[config.mk]
export PLATFORM = sky130hd
export DESIGN_NAME = sio_regbank
export DESIGN_NICKNAME = d
export VERILOG_FILES = /design/src/rtl/sio_regbank_pkg.sv /design/src/rtl/sio_rst_sync.sv /design/src/rtl/sio_addr_dec.sv /design/src/rtl/sio_alias_reg.sv /design/src/rtl/sio_rd_mux.sv /design/src/rtl/sio_regbank.sv
export SDC_FILE = /design/constraint.sdc
export NUM_CORES = 1
export LEC_CHECK = 0
export BUFFER_PORTS_ARGS = -buffer_cell sky130_fd_sc_hd__buf_2
export CORE_ASPECT_RATIO = 1.5
export CORE_UTILIZATION = 59
export DETAILED_ROUTE_END_ITERATION = 8
export PLACE_DENSITY_LB_ADDON = 0.05
export SYNTH_ARGS = -nofsm -noshare
export SYNTH_HDL_FRONTEND = slang
export SYNTH_SLANG_ARGS = --single-unit
[constraint.sdc]
create_clock -name clk -period 4.8 [get_ports clk]
set_input_delay 0.24 -clock clk [delete_from_list [all_inputs] [get_ports clk]]
set_output_delay 0.24 -clock clk [all_outputs]
set_load 0.1 [all_outputs]
[src/rtl/sio_regbank_pkg.sv]
package sio_regbank_pkg;

  typedef enum logic [1:0] {
    OP_WR  = 2'd0,
    OP_CLR = 2'd1,
    OP_SET = 2'd2,
    OP_INV = 2'd3
  } alias_op_e;

  typedef enum logic [2:0] {
    T_NONE  = 3'd0,
    T_CTRL  = 3'd1,
    T_STAT  = 3'd2,
    T_DATA  = 3'd3,
    T_BAUD  = 3'd4,
    T_CTRL2 = 3'd5
  } tgt_e;

  typedef struct packed {
    tgt_e      tgt;
    alias_op_e op;
  } dec_t;

  // register groups: word address / 4
  localparam int G_CTRL  = 0;
  localparam int G_STAT  = 1;
  localparam int G_DATA  = 2;
  localparam int G_BAUD  = 3;
  localparam int G_CTRL2 = 4;

  // status bit positions
  localparam int B_RXEMPTY = 5;
  localparam int B_RXOVF   = 6;
  localparam int B_TXUDR   = 8;
  localparam int B_FRMERR  = 12;
  localparam int B_TXLVL   = 16;
  localparam int B_RXLVL   = 24;

  // secondary-control interrupt enables
  localparam int E_TXUDR  = 10;
  localparam int E_RXOVF  = 11;
  localparam int E_FRMERR = 12;

  localparam logic [31:0] FLAG_MASK =
    (32'h1 << B_RXOVF) | (32'h1 << B_TXUDR) | (32'h1 << B_FRMERR);

endpackage

[src/rtl/sio_rst_sync.sv]
module sio_rst_sync #(
  parameter int STAGES = 2
) (
  input  logic clk,
  input  logic rst_n,
  output logic rst_sync_n
);
  logic [STAGES-1:0] sr_q;

  always_ff @(posedge clk or negedge rst_n) begin
    if (!rst_n) sr_q <= '0;
    else        sr_q <= {sr_q[STAGES-2:0], 1'b1};
  end

  assign rst_sync_n = sr_q[STAGES-1];
endmodule

[src/rtl/sio_addr_dec.sv]
module sio_addr_dec
  import sio_regbank_pkg::*;
#(
  parameter int ADDR_W = 8
) (
  input  logic [ADDR_W-1:0] addr,
  output dec_t              dec
);
  localparam int WW = ADDR_W - 2;
  localparam int GW = WW - 2;

  logic [GW-1:0] group;
  logic [1:0]    sub;
  logic          aligned;

  assign group   = addr[ADDR_W-1:4];
  assign sub     = addr[3:2];
  assign aligned = (addr[1:0] == 2'b00);

  always_comb begin
    dec.tgt = T_NONE;
    dec.op  = alias_op_e'(sub);
    if (aligned) begin
      if (group == GW'(G_CTRL))                      dec.tgt = T_CTRL;
      else if (group == GW'(G_STAT))                 dec.tgt = T_STAT;
      else if (group == GW'(G_CTRL2))                dec.tgt = T_CTRL2;
      else if (group == GW'(G_DATA) && sub == 2'b00) dec.tgt = T_DATA;
      else if (group == GW'(G_BAUD) && sub == 2'b00) dec.tgt = T_BAUD;
    end
    if (dec.tgt == T_NONE) dec.op = OP_WR;
  end
endmodule

[src/rtl/sio_alias_reg.sv]
module sio_alias_reg
  import sio_regbank_pkg::*;
#(
  parameter int           W    = 32,
  parameter logic [W-1:0] RST  = '0,
  parameter logic [W-1:0] KEEP = '1,
  parameter logic [3:0]   OPS  = 4'b1111
) (
  input  logic      clk,
  input  logic      rst_n,
  input  logic      wr_en,
  input  alias_op_e op,
  input  logic [W-1:0] wdata,
  input  logic [W-1:0] hw_set,
  output logic [W-1:0] q
);
  logic [W-1:0] q_r;
  logic [W-1:0] nxt;
  logic         sw_en;
  logic         en;

  assign sw_en = wr_en && OPS[op];
  assign en    = sw_en || (|hw_set);

  always_comb begin
    nxt = q_r;
    if (sw_en) begin
      case (op)
        OP_WR:   nxt = wdata;
        OP_CLR:  nxt = q_r & ~wdata;
        OP_SET:  nxt = q_r | wdata;
        OP_INV:  nxt = q_r ^ wdata;
        default: nxt = q_r;
      endcase
    end
    nxt = (nxt | hw_set) & KEEP;
  end

  always_ff @(posedge clk or negedge rst_n) begin
    if (!rst_n)  q_r <= RST;
    else if (en) q_r <= nxt;
  end

  assign q = q_r;
endmodule

[src/rtl/sio_rd_mux.sv]
module sio_rd_mux
  import sio_regbank_pkg::*;
#(
  parameter int DATA_W = 32,
  parameter int BAUD_W = 9
) (
  input  logic              re,
  input  dec_t              dec,
  input  logic [DATA_W-1:0] ctrl,
  input  logic [DATA_W-1:0] ctrl2,
  input  logic [DATA_W-1:0] status,
  input  logic [BAUD_W-1:0] baud,
  input  logic [DATA_W-1:0] rx_word,
  input  logic              rx_empty,
  output logic [DATA_W-1:0] rdata
);
  logic plain;
  assign plain = (dec.op == OP_WR);

  always_comb begin
    rdata = '0;
    if (re && plain) begin
      case (dec.tgt)
        T_CTRL:  rdata = ctrl;
        T_STAT:  rdata = status;
        T_CTRL2: rdata = ctrl2;
        T_BAUD:  rdata = DATA_W'(baud);
        T_DATA:  rdata = rx_empty ? '0 : rx_word;
        default: rdata = '0;
      endcase
    end
  end
endmodule

[src/rtl/sio_regbank.sv]
module sio_regbank
  import sio_regbank_pkg::*;
#(
  parameter int ADDR_W = 8,
  parameter int DATA_W = 32,
  parameter int BAUD_W = 9,
  parameter int LVL_W  = 5
) (
  input  logic              clk,
  input  logic              rst_n,
  input  logic [ADDR_W-1:0] bus_addr,
  input  logic              bus_we,
  input  logic [DATA_W-1:0] bus_wdata,
  input  logic              bus_re,
  output logic [DATA_W-1:0] bus_rdata,
  output logic [DATA_W-1:0] ctrl_o,
  output logic [DATA_W-1:0] ctrl2_o,
  output logic [BAUD_W-1:0] baud_o,
  output logic              fault_irq_o,
  input  logic              evt_rx_ovf,
  input  logic              evt_tx_udr,
  input  logic              evt_frm_err,
  input  logic [LVL_W-1:0]  txq_level,
  input  logic [LVL_W-1:0]  rxq_level,
  input  logic              rxq_empty,
  output logic              txq_push,
  output logic [DATA_W-1:0] txq_wdata,
  output logic              rxq_pop,
  input  logic [DATA_W-1:0] rxq_rdata
);
  localparam logic [DATA_W-1:0] FLAGS_KEEP = DATA_W'(FLAG_MASK);

  logic rst_sync_n;
  dec_t dec;

  logic wr_ctrl, wr_ctrl2, wr_stat, wr_baud;
  logic [DATA_W-1:0] flag_hw;
  logic [DATA_W-1:0] flag_q;
  logic [DATA_W-1:0] status_word;

  sio_rst_sync #(.STAGES(2)) u_rst (
    .clk        (clk),
    .rst_n      (rst_n),
    .rst_sync_n (rst_sync_n)
  );

  sio_addr_dec #(.ADDR_W(ADDR_W)) u_dec (
    .addr (bus_addr),
    .dec  (dec)
  );

  assign wr_ctrl  = bus_we && (dec.tgt == T_CTRL);
  assign wr_ctrl2 = bus_we && (dec.tgt == T_CTRL2);
  assign wr_stat  = bus_we && (dec.tgt == T_STAT);
  assign wr_baud  = bus_we && (dec.tgt == T_BAUD);

  sio_alias_reg #(.W(DATA_W)) u_ctrl (
    .clk    (clk),
    .rst_n  (rst_sync_n),
    .wr_en  (wr_ctrl),
    .op     (dec.op),
    .wdata  (bus_wdata),
    .hw_set ('0),
    .q      (ctrl_o)
  );

  sio_alias_reg #(.W(DATA_W)) u_ctrl2 (
    .clk    (clk),
    .rst_n  (rst_sync_n),
    .wr_en  (wr_ctrl2),
    .op     (dec.op),
    .wdata  (bus_wdata),
    .hw_set ('0),
    .q      (ctrl2_o)
  );

  sio_alias_reg #(.W(BAUD_W), .OPS(4'b0001)) u_baud (
    .clk    (clk),
    .rst_n  (rst_sync_n),
    .wr_en  (wr_baud),
    .op     (dec.op),
    .wdata  (bus_wdata[BAUD_W-1:0]),
    .hw_set ('0),
    .q      (baud_o)
  );

  always_comb begin
    flag_hw           = '0;
    flag_hw[B_RXOVF]  = evt_rx_ovf;
    flag_hw[B_TXUDR]  = evt_tx_udr;
    flag_hw[B_FRMERR] = evt_frm_err;
  end

  // flags: only clear and set aliases act; events are OR-ed in after them
  sio_alias_reg #(.W(DATA_W), .KEEP(FLAGS_KEEP), .OPS(4'b0110)) u_flags (
    .clk    (clk),
    .rst_n  (rst_sync_n),
    .wr_en  (wr_stat),
    .op     (dec.op),
    .wdata  (bus_wdata),
    .hw_set (flag_hw),
    .q      (flag_q)
  );

  always_comb begin
    status_word                          = flag_q;
    status_word[B_RXEMPTY]               = rxq_empty;
    status_word[B_TXLVL +: LVL_W]        = txq_level;
    status_word[B_RXLVL +: LVL_W]        = rxq_level;
  end

  sio_rd_mux #(.DATA_W(DATA_W), .BAUD_W(BAUD_W)) u_rd (
    .re       (bus_re),
    .dec      (dec),
    .ctrl     (ctrl_o),
    .ctrl2    (ctrl2_o),
    .status   (status_word),
    .baud     (baud_o),
    .rx_word  (rxq_rdata),
    .rx_empty (rxq_empty),
    .rdata    (bus_rdata)
  );

  assign txq_push  = bus_we && (dec.tgt == T_DATA);
  assign txq_wdata = bus_wdata;
  assign rxq_pop   = bus_re && (dec.tgt == T_DATA) && !rxq_empty;

  assign fault_irq_o = (flag_q[B_TXUDR]  && ctrl2_o[E_TXUDR])
                    || (flag_q[B_RXOVF]  && ctrl2_o[E_RXOVF])
                    || (flag_q[B_FRMERR] && ctrl2_o[E_FRMERR]);
endmodule

# After elaboration in Yosys (flattened, before gate mapping)
# Cells that the tools add are included.
[word_totals]
register_bits = 78
input_bits = 90
output_inout_bits = 140
word_cells = 81
[op_classes]
magnitude_cmp = 1
n_eq_ne = 12
n_mux = 21
bitwise_logic = 15
reduce_logical = 27
[op_table]
columns = ["op", "count"]
rows = [
  ["32-bit case mux with 4 select lines", 2],
  ["32-bit case mux with 5 select lines", 1],
  ["32-bit bitwise AND", 2],
  ["32-bit 2-to-1 mux", 2],
  ["32-bit OR", 2],
  ["32-bit XOR", 2],
  ["13-bit case mux with 4 select lines", 1],
  ["9-bit case mux with 4 select lines", 1],
  ["32-bit NOT", 1],
  ["13-bit OR", 2],
  ["3-bit 2-to-1 mux", 6],
  ["1-bit logical AND", 17],
  ["13-bit bitwise AND", 1],
  ["13-bit 2-to-1 mux", 1],
  ["13-bit XOR", 1],
  ["9-bit bitwise AND", 1],
  ["9-bit NOT", 1],
  ["9-bit OR", 1],
  ["9-bit XOR", 1],
  ["4-bit by 2-bit == test with 1-bit output, second input constant", 2],
  ["1-bit binary-select mux with 2-bit select", 3],
  ["3-bit by 2-bit == test with 1-bit output, second input constant", 2],
  ["3-bit == test, second input constant", 2],
  ["2-bit logical NOT", 3],
  ["other kinds (13)", 18],
]

# Depth between registers and ports, before layout
# Gate-level depths: netlist of run 1.
[depth]
depth_word = 15
mapped_depth = 12

# Cells and area by module
# From an unflattened synthesis of run 1, not the netlist that was laid out.
[hier_totals]
hier_cells = 1176
hier_area_um2 = 9759.4
[by_module_without_submodules]
columns = ["mod", "instances", "cells_per_inst", "area_per_inst_um2"]
rows = [
  ["sio_alias_reg (u_ctrl ...)", 2, 400, 3413.3],
  ["sio_rd_mux", 1, 206, 1483.9],
  ["sio_alias_reg (u_flags)", 1, 70, 564.3],
  ["sio_alias_reg (u_baud)", 1, 38, 406.6],
  ["sio_regbank", 1, 45, 326.6],
  ["sio_addr_dec", 1, 14, 97.6],
  ["sio_rst_sync", 1, 3, 53.8],
]

# Worst setup path after synthesis of run 1
# Ideal clock, no wire load.
[synth_path]
path_type = "in2out"
startpoint = "input bus_addr[5]"
endpoint = "output bus_rdata[5]"
arrival_time_ns = 3.040
required_time_ns = 4.560
path_slack_ns = 1.520
stages = 9
path_buffers = 3
cell_sequence = "buf_2 > nor4_4 > clkbuf_1 > nand3_1 > ha_1 > nand4_1 > a21o_1 > clkbuf_1 > a21oi_1"
[synth_between]
elab_chain_len = 13
elab_cells_between_ends = 24
classes_between = "9 x eq/ne; 9 x mux; 6 x reduce/logical"
[synth_lines]
columns = ["element", "line_no", "text"]
rows = [
  ["start: declaration", "sio_regbank.sv:11", "input logic [ADDR_W-1:0] bus_addr,"],
  ["4-bit by 2-bit == test with 1-bit output", "sio_addr_dec.sv:28", "else if (group == GW'(G_BAUD) && sub == 2'b00) dec.tgt = T_BAUD;"],
  ["1-bit logical AND", "sio_addr_dec.sv:28", ""],
  ["3-bit 2-to-1 mux", "sio_addr_dec.sv:28", ""],
  ["3-bit 2-to-1 mux", "sio_addr_dec.sv:27", "else if (group == GW'(G_DATA) && sub == 2'b00) dec.tgt = T_DATA;"],
  ["3-bit 2-to-1 mux", "sio_addr_dec.sv:26", "else if (group == GW'(G_CTRL2)) dec.tgt = T_CTRL2;"],
  ["3-bit 2-to-1 mux", "sio_addr_dec.sv:25", "else if (group == GW'(G_STAT)) dec.tgt = T_STAT;"],
  ["3-bit 2-to-1 mux *", "sio_addr_dec.sv:24", "if (group == GW'(G_CTRL)) dec.tgt = T_CTRL;"],
  ["3-bit 2-to-1 mux *", "sio_addr_dec.sv:23", "if (aligned) begin"],
  ["3-bit logical NOT", "sio_addr_dec.sv:30", "if (dec.tgt == T_NONE) dec.op = OP_WR;"],
  ["2-bit 2-to-1 mux", "sio_addr_dec.sv:30", ""],
  ["2-bit logical NOT", "sio_rd_mux.sv:18", "assign plain = (dec.op == OP_WR);"],
  ["1-bit logical AND", "sio_rd_mux.sv:22", "if (re && plain) begin"],
  ["32-bit 2-to-1 mux *", "sio_rd_mux.sv:22", ""],
  ["end: declaration", "sio_regbank.sv:15", "output logic [DATA_W-1:0] bus_rdata,"],
]
# Mark *: on every way between the ends. The rest lies on a longest branch, timed or not.

# Final worst setup path of run 1
[layout_path]
startpoint = "input bus_addr[4]"
endpoint = "output bus_rdata[6]"
# The elaborated chain is that of the path after synthesis.

==> impl_metrics.csv, run 1 <==
group,metric,value,unit
clocking,clock_tree.htree_level_count,3,
drt,via_count,7858,
drt,post_drt_via_cell_ratio,5.87,
drt,final_antenna_net_count,0,
sta,finalHoldViolCount,0,
sta,period_share,0.713,
global_route,pin_count_of_the_biggest_net_entering_global_routing,81,
power,p_per_area,297,nW/um2
drt,detailedRoute.firstPassIterationCount,5,
clocking,clock-root-buffer,"sky130_fd_sc_hd__clkbuf_16",
worst_setup_path,critical_path.startpoint,"bus_addr[4]",
place,place.port_buffers,229,
floorplan,floorplan.io_pins,230,
clocking,tritoncts,"yes",
sta,grt_setup_unrepaired,"false",
drt,drt_first_iter_violations,414,
clocking,cts-buffers-inserted,9,
layout,most_common_cell_after_layout_fill_and_taps_aside,"sky130_fd_sc_hd__buf_2",
place,gp_congestion,0.799,
clocking,clockBufferDepth,2,
sta,post-route-min-period,3420,ps
floorplan,design.core.area,13600,um2
layout,most_frequent_cells_in_the_layout,"sky130_fd_sc_hd__buf_2 (229), sky130_fd_sc_hd__ha_1 (154), sky130_fd_sc_hd__nand2_1 (138), sky130_fd_sc_hd__inv_1 (124), sky130_fd_sc_hd__dfrtp_1 (77)",
worst_hold_path,hold_path_class,"primary input to register",
sta,clock-skew-final,3.99,ps
logic_synthesis,ys_warn_count,0,
global_route,first_pass_grt_wire_length,36500,um
power,ir_drop,209,uV
layout,final_layout_size_suffix_gt1_frac,0.226,
clocking,clk_latency,340,ps
worst_setup_path,cp.arrival,3180,ps
floorplan,initial_core_util,0.610,
worst_setup_path,setup.worst_path.class,"primary input to primary output",
sta,timing_max_transition_violations_final,0,
layout,num-nets-final,1420,
layout,fillers,1178,
job,cap_violations,0,
place,post-dp-hpwl,14900,um
global_route,vias_in_the_first_global_route,7437,
floorplan,die_width,98.8,um
global_route,antenna_found_initial,0,
drt,routed_wire_length_per_instance,16.9,um
layout,diodes,0,
clocking,cts.clk_slew.worst_paths,60,ps
drt,route.final.wire_length,22600,um
logic_synthesis,synth_fp_nets,1272,
global_route,globalRoute.totalOverflow,0,
worst_hold_path,hold_path_startpoint,"evt_tx_udr",
worst_setup_path,timing.critical_path.required,4560,ps
logic_synthesis,yosysSeqAreaShare,0.235,
sta,timing.slew.headroom,0.137,
sta,timing.final.setup_violations,0,
logic_synthesis,syn_area,8300,um2
run_status,run_status,"finished clean",
global_route,grtUsageTotal,0.312,
clocking,tritoncts_num_sinks,78,
logic_synthesis,count_of_unique_library_cells_instantiated_by_yosys,41,
sta,tightest_slew,1290,ps
worst_setup_path,worst_r2r_startpoint,"u_ctrl2.q[12]",
floorplan,rows,52,
worst_setup_path,endpoint_kind,"primary output",
power,leakagePower,0.00494,uW
layout,syn_to_final_growth,15.4,%
logic_synthesis,synth.ff_latch_count,78,
logic_synthesis,synthCells,1025,
clocking,cts_setup_buffers,0,
drt,detail_route.drc_violations,0,
power,total_power,2850,uW
sta,final.setup.tns,0,ps
floorplan,die_h,147,um
sta,clock.fmax,0.292,GHz
worst_setup_path,worstSetupStartpointType,"primary input",
worst_setup_path,cp_max_fo,33,
logic_synthesis,synth_area_per_cell,8.09,um2
floorplan,floorplan.die_area,14500,um2
==> cells by family (layout without fill, tap and decap cells) <==
group,Yosys count,in the layout,share of synthesized area
compound gates,322,322,0.259
fa+ha+maj,157,157,0.237
buf+inv,227,379,0.120
flops,78,78,0.235
mux,20,20,0.0255
other cells,1,1,0.000452
simple gates,220,220,0.123
==> metal layers <==
| metal | routed length (um) | track usage | part of all wire |
|---|---|---|---|
| met4 | 683 | 0.138 | 0.030 |
| met1 | 9630 | 0.396 | 0.43 |
| met3 | 1250 | 0.0347 | 0.055 |
| met5 | 0 | 0 | 0 |
| met2 | 11000 | 0.529 | 0.49 |
==> flip-flops by register name (all words and copies together) (netlist names) <==
signal      count
u_ctrl2.q      32
u_ctrl.q       32
u_rst.sr_q      2
u_flags.q       3
u_baud.q        9
==> final timing paths <==
path | endpoint | slack [ps] | cells past startpoint
min | u_flags.q[8] | 90 | 2
max reg2reg | u_ctrl2.q[12] | 3320 | 6
max | bus_rdata[6] | 1380 | 9
max in group asynchronous | u_ctrl2.q[20] | 3470 | 1
min reg2reg | u_ctrl.q[27] | 230 | 0
min in group asynchronous | u_rst.sr_q[1] | 220 | 2
==> synth_stat cells, drive strengths merged <==
cell type / n / area share
a222oi: 1 / 0.0012
buf: 48 / 0.039
a211o: 3 / 0.0032
nor4: 1 / 0.0026
nor2: 27 / 0.013
and4: 1 / 0.0011
ha: 157 / 0.24
a211oi: 67 / 0.061
clkbuf: 54 / 0.024
conb: 1 / 0.00045
mux2: 9 / 0.012
nand4b: 1 / 0.0011
o21ai: 72 / 0.043
a21oi: 41 / 0.025
o22ai: 11 / 0.0083
nand4: 4 / 0.0056
and3: 3 / 0.0024
inv: 125 / 0.057
o31ai: 51 / 0.046
a22oi: 44 / 0.040
mux2i: 11 / 0.013
nor3: 2 / 0.0032
nand2: 138 / 0.062
and3b: 1 / 0.0011
nor2b: 36 / 0.027
nor3b: 1 / 0.00091
dfrtp: 78 / 0.24
a22o: 3 / 0.0032
o2bb2ai: 6 / 0.0063
a21o: 14 / 0.013
and2: 2 / 0.0015
a2bb2oi: 9 / 0.0095
nand3: 3 / 0.0018
==> area by class of cell <==
class,count,area [um2],share of cell area
clock buffers,11,253,0.0264
clock inverters,4,70.1,0.00732
inverters,125,469,0.0490
multi-input cells,720,5380,0.562
flip-flops and latches,78,1960,0.204
well taps,162,203,0.0212
repair buffers,239,1250,0.130
==> power by group <==
part	internal [uW]	leakage, uW	switching (uW)
registers	736	0.00103	113
logic	243	0.00375	992
clock network	480	0.000161	284
total	1460	0.00494	1390
==> worst max-delay path, cell delays in order <==
cell	delay, ps
sky130_fd_sc_hd__buf_2	520
sky130_fd_sc_hd__nand2_1	190
sky130_fd_sc_hd__and3_1	270
sky130_fd_sc_hd__inv_1	130
sky130_fd_sc_hd__ha_1	240
sky130_fd_sc_hd__nand4_1	120
sky130_fd_sc_hd__a21o_1	650
sky130_fd_sc_hd__a21oi_1	340
sky130_fd_sc_hd__buf_2	470
==> repair_timing <==
action	in CTS	in global routing
hold buffers	1	0
endpoints found under the hold margin	2	0
gates resized for setup	0	0
endpoints found under the setup margin	0	0
==> per-stage QoR <==
step           setup slack (ps)  hold slack, ps  utilization  instance area [um2]  std cells
2_1_floorplan              1520           -55.6            -                 8300       1025
3_3_place_gp               1470            24.8        0.680                 9240       1323
3_5_place_dp               1370            27.6        0.680                 9240       1323
4_1_cts                    1390            93.2        0.704                 9580       1339
5_1_grt                    1180            94.3        0.704                 9580       1339
6_report                   1380            94.4        0.704                 9580       1339
Power figures use the tool's default switching activity.
==> run 2: changes to the inputs <==
--- a/config.mk
+++ b/config.mk
@@ -7,7 +7,7 @@
 export LEC_CHECK = 0
 export BUFFER_PORTS_ARGS = -buffer_cell sky130_fd_sc_hd__buf_2
 export CORE_ASPECT_RATIO = 1.5
-export CORE_UTILIZATION = 59
+export CORE_UTILIZATION = 49
 export DETAILED_ROUTE_END_ITERATION = 8
 export PLACE_DENSITY_LB_ADDON = 0.05
 export SYNTH_ARGS = -nofsm -noshare
==> constraint.sdc (replaced) <==
create_clock -name clk -period 2.95 [get_ports clk]
set_input_delay 0.1475 -clock clk [delete_from_list [all_inputs] [get_ports clk]]
set_output_delay 0.1475 -clock clk [all_outputs]
set_load 0.1 [all_outputs]
==> impl_metrics.csv, run 2 (synthesis results as in run 1) <==
group,metric,value,unit
sta,grt_setup_unrepaired,"false",
layout,num-nets-final,1438,
sta,timing.final.setup_violations,0,
power,leakagePower,0.00502,uW
worst_hold_path,hold_path_startpoint,"evt_rx_ovf",
global_route,antenna_found_initial,0,
layout,most_frequent_cells_in_the_layout,"sky130_fd_sc_hd__buf_2 (228), sky130_fd_sc_hd__ha_1 (154), sky130_fd_sc_hd__nand2_1 (138), sky130_fd_sc_hd__inv_1 (124), sky130_fd_sc_hd__dfrtp_1 (77)",
drt,final_antenna_net_count,0,
place,gp_congestion,0.784,
clocking,cts.clk_slew.worst_paths,60,ps
layout,diodes,0,
worst_setup_path,worst_r2r_startpoint,"u_flags.q[6]",
worst_hold_path,hold_path_class,"primary input to register",
run_status,run_status,"finished clean",
drt,post_drt_via_cell_ratio,5.60,
clocking,clk_latency,350,ps
job,cap_violations,0,
worst_setup_path,cp_max_fo,12,
place,post-dp-hpwl,16300,um
worst_setup_path,endpoint_kind,"primary output",
clocking,tritoncts,"yes",
clocking,clock-root-buffer,"sky130_fd_sc_hd__clkbuf_16",
drt,route.final.wire_length,23700,um
drt,via_count,7845,
global_route,globalRoute.totalOverflow,0,
worst_setup_path,cpMostUsedCell,"sky130_fd_sc_hd__buf_2",
worst_setup_path,setup.worst_path.class,"primary input to primary output",
layout,syn_to_final_growth,17.8,%
place,post-place-cells,1384,
worst_setup_path,critical_path.startpoint,"bus_addr[5]",
floorplan,rows,57,
sta,finalHoldViolCount,0,
worst_setup_path,worstSetupStartpointType,"primary input",
power,p_per_area,474,nW/um2
place,dpl-instance-area,9430,um2
floorplan,floorplan.io_pins,230,
global_route,grtUsageTotal,0.278,
clocking,tritoncts_num_sinks,78,
place,post-place-ws,370,ps
power,ir_drop,332,uV
floorplan,die_width,108,um
layout,most_common_cell_after_layout_fill_and_taps_aside,"sky130_fd_sc_hd__buf_2",
clocking,clockBufferDepth,2,
worst_setup_path,cp.arrival,2440,ps
global_route,pin_count_of_the_biggest_net_entering_global_routing,69,
sta,post-route-min-period,2590,ps
worst_setup_path,crit_path_cell_trace,"buf_2 > nor4_4 > and3_1 > inv_1 > ha_1 > nand4_1 > a21o_1 > buf_4 > o2bb2ai_1 > buf_2",
global_route,vias_in_the_first_global_route,7618,
drt,drt_first_iter_violations,395,
sta,timing.slew.headroom,0.460,
clocking,clock_tree.htree_level_count,3,
sta,period_share,0.878,
drt,routed_wire_length_per_instance,16.9,um
sta,tightest_slew,811,ps
sta,clock.fmax,0.386,GHz
floorplan,die_h,161,um
sta,fin_ws,359,ps
place,place.port_buffers,229,
global_route,first_pass_grt_wire_length,38400,um
floorplan,floorplan.die_area,17500,um2
floorplan,initial_core_util,0.506,
layout,final_layout_size_suffix_gt1_frac,0.237,
drt,detail_route.drc_violations,0,
worst_setup_path,timing.critical_path.required,2800,ps
layout,layout.cells.non_filler,1402,
worst_setup_path,slowest_delay,390,ps
drt,detailedRoute.firstPassIterationCount,4,
sta,timing_max_transition_violations_final,0,
floorplan,design.core.area,16400,um2
clocking,cts-buffers-inserted,9,
sta,clock-skew-final,6.08,ps
worst_setup_path,critPathSlowestCell,"sky130_fd_sc_hd__a21o_1",
layout,final_area,9770,um2
==> run 2: changes by cell type in the layout (fill, tap and decap cells not counted), sizes merged <==
| cell | before | now |
|---|---|---|
| buf | 238 | 255 |
| clkbuf | 11 | 12 |
| dlygate4sd3 | 1 | 2 |
==> run 2: repair_timing <==
action                                  4_1_cts  5_1_grt
endpoints found under the hold margin         3        0
gates resized for setup                       0        0
setup buffers                                 0        0
hold buffers                                  2        0
endpoints found under the setup margin        0        0
==> run 2: worst max-delay path: cells and delay by family <==
| family | cells | cell delay, ps |
|---|---|---|
| AND/OR/NAND/NOR | 3 | 720 |
| buffers and inverters | 4 | 860 |
| AO/OA/AOI/OAI | 2 | 470 |
| adder cells (fa/ha/maj) | 1 | 240 |
==> run 2: final timing paths <==
kind	slack [ps]	endpoint	cells after the start
hold / removal	20	u_flags.q[6]	2
min in group asynchronous	120	u_rst.sr_q[0]	2
setup reg to reg	1520	u_flags.q[6]	5
hold reg to reg	370	u_rst.sr_q[1]	0
setup / recovery	360	bus_rdata[2]	10
max in group asynchronous	1820	u_ctrl2.q[7]	1
==> run 2: cell type report <==
class / count / area [um2]
flip-flops and latches: 78 / 1960
multi-input cells: 720 / 5380
fillers: 1592 / 6630
repair buffers: 257 / 1390
inverters: 125 / 469
clock inverters: 4 / 70.1
clock buffers: 12 / 246
well taps: 206 / 258
==> run 2: report_power, final <==
part	total, uW	leakage, uW	switching (uW)	internal, uW
Clock	1240	0.000157	479	764
Combinational	2010	0.00383	1610	402
Sequential	1390	0.00103	190	1200
Total	4640	0.00502	2270	2360
==> run 2: layer usage <==
metal / GRT usage / routed length, um
met1: 0.363 / 10700
met2: 0.475 / 11600
met3: 0.0359 / 1090
met4: 0.0766 / 411
met5: 0 / 0
==> run 2: through the flow <==
step | TNS [ps] | hold slack (ps) | power (uW) | util
floorplan | -1010 | -148 | 3020 | -
global placement | 0 | -67.4 | 3390 | 0.575
detailed placement | 0 | -64.1 | 3420 | 0.575
CTS | 0 | 7.74 | 4670 | 0.596
global route | 0 | 17.9 | 4870 | 0.596
finish | 0 | 18.2 | 4640 | 0.596
